File: src/rtl/ws_matmul.sv
module ws_matmul #(
  parameter int N  = 4,
  parameter int DW = 8,
  parameter int AW = 32
) (
  input  logic            clk,
  input  logic            rst_n,
  input  logic            w_load,
  input  logic [N*DW-1:0] w_row,
  input  logic            a_valid,
  input  logic [N*DW-1:0] a_row,
  output logic            out_valid,
  output logic [N*AW-1:0] out_row
);
  localparam int VL = 2*N-1;
  localparam int PW = 2*DW;

  logic signed [DW-1:0] w_q    [N][N];
  logic signed [DW-1:0] a_q    [N][N];
  logic signed [AW-1:0] p_q    [N][N];
  logic signed [DW-1:0] a_edge [N];
  logic [VL-1:0]        v_q;

  genvar r, c;

  for (r = 0; r < N; r++) begin : g_skew
    logic signed [DW-1:0] a_in;
    assign a_in = a_valid ? a_row[r*DW +: DW] : '0;
    if (r == 0) begin : g_direct
      assign a_edge[r] = a_in;
    end else begin : g_delay
      logic signed [DW-1:0] sk [r];
      always_ff @(posedge clk) begin
        if (!rst_n) begin
          for (int i = 0; i < r; i++) sk[i] <= '0;
        end else begin
          sk[0] <= a_in;
          for (int i = 1; i < r; i++) sk[i] <= sk[i-1];
        end
      end
      assign a_edge[r] = sk[r-1];
    end
  end

  for (r = 0; r < N; r++) begin : g_row
    for (c = 0; c < N; c++) begin : g_col
      logic signed [DW-1:0] a_in;
      logic signed [AW-1:0] s_in;
      logic signed [PW-1:0] prod;

      if (c == 0) begin : g_left
        assign a_in = a_edge[r];
      end else begin : g_inner
        assign a_in = a_q[r][c-1];
      end

      if (r == 0) begin : g_top
        assign s_in = '0;
      end else begin : g_below
        assign s_in = p_q[r-1][c];
      end

      assign prod = a_in * w_q[r][c];

      always_ff @(posedge clk) begin
        if (w_load) w_q[r][c] <= (r == 0) ? w_row[c*DW +: DW] : w_q[r-1][c];
      end

      always_ff @(posedge clk) begin
        if (!rst_n) begin
          a_q[r][c] <= '0;
          p_q[r][c] <= '0;
        end else begin
          a_q[r][c] <= a_in;
          p_q[r][c] <= s_in + {{(AW-PW){prod[PW-1]}}, prod};
        end
      end
    end
  end

  for (c = 0; c < N; c++) begin : g_dsk
    if (c == N-1) begin : g_last
      assign out_row[c*AW +: AW] = p_q[N-1][c];
    end else begin : g_line
      logic signed [AW-1:0] dl [N-1-c];
      always_ff @(posedge clk) begin
        if (!rst_n) begin
          for (int i = 0; i < N-1-c; i++) dl[i] <= '0;
        end else begin
          dl[0] <= p_q[N-1][c];
          for (int i = 1; i < N-1-c; i++) dl[i] <= dl[i-1];
        end
      end
      assign out_row[c*AW +: AW] = dl[N-2-c];
    end
  end

  always_ff @(posedge clk) begin
    if (!rst_n) v_q <= '0;
    else        v_q <= {v_q[VL-2:0], a_valid};
  end

  assign out_valid = v_q[VL-1];
endmodule

File: config.mk
export PLATFORM = sky130hd
export DESIGN_NAME = ws_matmul
export DESIGN_NICKNAME = d
export VERILOG_FILES = /design/src/rtl/ws_matmul.sv
export SDC_FILE = /design/constraint.sdc
export NUM_CORES = 2
export LEC_CHECK = 0
export ABC_CLOCK_PERIOD_IN_PS = 7750
export BUFFER_PORTS_ARGS = -buffer_cell sky130_fd_sc_hd__buf_2
export CAP_MARGIN = 20
export CORE_MARGIN = 3
export CORE_UTILIZATION = 50
export DETAILED_ROUTE_END_ITERATION = 16
export PLACE_DENSITY = 0.63
export SYNTH_ARGS = -nofsm -noshare
export SYNTH_HDL_FRONTEND = slang
export SYNTH_SLANG_ARGS = --single-unit
File: constraint.sdc
create_clock -name clk -period 7.75 [get_ports clk]
set_input_delay 0.775 -clock clk [delete_from_list [all_inputs] [get_ports clk]]
set_output_delay 0.775 -clock clk [all_outputs]
set_load 0.03 [all_outputs]
==> qor.yml <==
worst_setup_path:
  rr_endpoint: "p_q[2][94]$_SDFF_PN0_"
  required_ns: 8.37
  reg2reg_from: "w_q[2][19]$_DFFE_PP_"
  reg2reg_depth: 26
  path_class: "reg -> reg"
  r2r_slack_ns: 0.57
  cpMaxStageDelayCell: "fa_1"
  max_stage_delay_ns: 0.54
  crit_fanout: 12
  crit_end: "p_q[2][94]$_SDFF_PN0_"
  startpoint: "w_q[2][19]$_DFFE_PP_"
  start_kind: "flip-flop"
  cp.arrival_ns: 7.81
  endpoint_kind: "flip-flop"
clocking:
  tritoncts: "yes"
  clk_transition_reported_paths_ns: 0.06
  post_cts_buffers: 0
  root_buffer: "clkbuf_16"
  clk_latency_ns: 0.76
  numClockSinks: 919
  h-tree-depth: 3
  cts-buffers-inserted: 103
  cts_buffer_depth: 3
finish:
  final_util: 0.545
  drive_above_1_share: 0.0556
  nets: 10200
  syn_to_final_growth_pct: 7.89
  multi_input_area_um2: 53100
  final_common_cell: "inv_1"
  num-fill-cells: 14200
  layout_common_cells: "inv_1 (1,396), and2_1 (1,010), fa_1 (900)"
  seq_area_um2: 19700
  design_area_um2: 85500
logic_synthesis:
  yosysUniqueCellTypes: 91
  synth.avg_cell_area_um2: 9.54
  synth-seq-cells: 919
  ys_async_sr_fraction: 0
  yosysWarnings: 0
  yosysSeqAreaShare: 0.248
  yosysTopAreaCellShare: 0.227
  syn-num-nets: 10100
  postSynthCellCount: 8306
  synth_enable_flop_cells: 128
  synth_top_area_cell: "fa_1"
  synth_area_leaders: "fa_1 (23%), dfxtp_1 (20%), ha_1 (13%), and2_1 (8.0%), inv_1 (6.6%)"
  synth_ff_type: "dfxtp_1"
  mappedNetlistArea_um2: 79200
sta:
  rsz0062_at_grt: "no"
  finalSetupTns_ns: 0
  clock.fmax_ghz: 0.139
  fin_crit_sh: 0.927
  worst_pin_slew_ns: 1.05
  clock_skew_ns: 0.0717
  hold_viol: 0
  setup_viol: 0
  maxSlewHeadroom: 0.298
  fin_crit_ns: 7.18
  slew_viol_final: 0
power_and_ir_drop:
  p_switching_uw: 7810
  p_per_area_nw_per_um2: 236
  ir_drop_uv: 211
  switching_share: 0.387
  clockPowerShare: 0.254
  power_uw: 20200
  p_int_uw: 12400
  comb_power_share: 0.434
  power_leakage_uw: 0.0420
  pwr-share-seq: 0.312
floorplan:
  pin_count: 197
  die_w_um: 404
  die_h_um: 404
  die_area_um2: 163000
  initial_core_util: 0.506
  num_rows: 145
  core_area_um2: 157000
placement:
  port_buffers: 196
  place_area_um2: 81800
  dp_hpwl_um: 136000
  gp_congestion: 0.871
global_routing:
  grt_start_max_net_pins: 181
  grt_usage: 0.212
  globalRoute.totalOverflow: 0
  grt_pass1_wl_um: 285000
  antenna_found_initial: 6
  first_global_vias: 55000
worst_hold_path:
  min_from: "w_row[30]"
  hold_path.class: "in -> reg"
detailed_routing:
  drc: 0
  wl_met2_um: 71600
  route.met3.wl_um: 7160
  vias_per_cell: 5.09
  vias: 53600
  postRouteWirelength_um: 170000
  wl_per_cell_um: 16.1
  drt.antenna.violating_nets: 0
  top_layer: "met5"
  drtIter0Drc: 2645
  drtPass1Iterations: 8
  wirelength_met1_um: 88600
job:
  timing.max_cap.violations: 0
outcome:
  status: "finished clean"
worst max-delay path: cells and delay by family (launching register included):
family	cells	cell delay [ns]
AO/OA/AOI/OAI	9	2.36
XOR/XNOR	2	0.49
adder cells (fa/ha/maj)	6	2.61
buffers and inverters	5	0.49
flip-flops	1	0.53
AND/OR/NAND/NOR	4	0.60
Yosys cell counts (98+ instances only):
cell type / instances
nor2_1: 427
xnor2_1: 328
dfxtp_1: 791
nor2b_1: 117
a21o_1: 157
nor3_1: 98
clkbuf_1: 134
and3_1: 110
xor2_1: 153
fa_1: 900
o21ai_0: 144
inv_1: 1396
nand2_1: 384
and2_1: 1010
ha_1: 792
a21oi_1: 356
edfxtp_1: 128
through the flow:
step                std cells  setup slack [ns]  hold WS [ns]
finish                  10500             0.568         0.224
global route            10500            0.0876         0.168
CTS                     10500             0.415         0.151
detailed placement      10400             0.402         0.417
global placement        10400             0.475         0.414
floorplan                8306             0.936         0.412
cell type report:
| type | instances | area share |
|---|---|---|
| sequential | 919 | 0.230 |
| timing repair buffer | 223 | 0.0145 |
| multi-input combinational | 5759 | 0.621 |
| clock inverter | 62 | 0.00856 |
| antenna | 2 | 0.0000585 |
| tap | 2058 | 0.0301 |
| inverter | 1397 | 0.0614 |
| clock buffer | 129 | 0.0341 |
timing repair:
action,CTS,global route
gates resized for setup,0,2
hold buffers,0,0
endpoints found under the setup margin,0,4
power groups by stage:
stage	logic, µW	clock network (µW)	registers [µW]
5_1_grt	9890	5470	6400
3_3_place_gp	8570	0	6400
4_1_cts	8740	5290	6310
6_report	8770	5120	6300
3_5_place_dp	8680	0	6400
2_1_floorplan	6760	0	6200
state kept, by name, summed over array words and instances, names as in the netlist:
register	cells
p_q	448
g_dsk.g_line.dl	192
w_q	128
a_q	96
g_skew.g_delay.sk	48
v_q	7
logic make-up after synthesis:
group,share of synthesized area
fa+ha+maj,0.352
mux,0.00365
buf+inv,0.0817
simple gates,0.163
xor+xnor,0.0552
flops,0.248
compound gates,0.0955
worst min-delay path by stage:
stage	to	slack [ns]	cells after the start
2_1_floorplan	g_dsk[0].g_line.dl[0][0]$_SDFF_PN0_	0.41	1
3_3_place_gp	g_skew[3].g_delay.sk[0][18]$_SDFF_PN0_	0.41	1
3_5_place_dp	g_dsk[0].g_line.dl[0][47]$_SDFF_PN0_	0.42	1
4_1_cts	w_q[0][6]$_DFFE_PP_	0.15	1
5_1_grt	w_q[0][3]$_DFFE_PP_	0.17	1
6_report	w_q[0][6]$_DFFE_PP_	0.22	1
routing by layer:
layer | track usage | vias up
li1 | - | 26600
met1 | 0.323 | 25900
met2 | 0.322 | 894
met3 | 0.0275 | 184
met4 | 0.0399 | 2
met5 | 0 | -
Note: power is estimated with default switching activity, not from simulation.
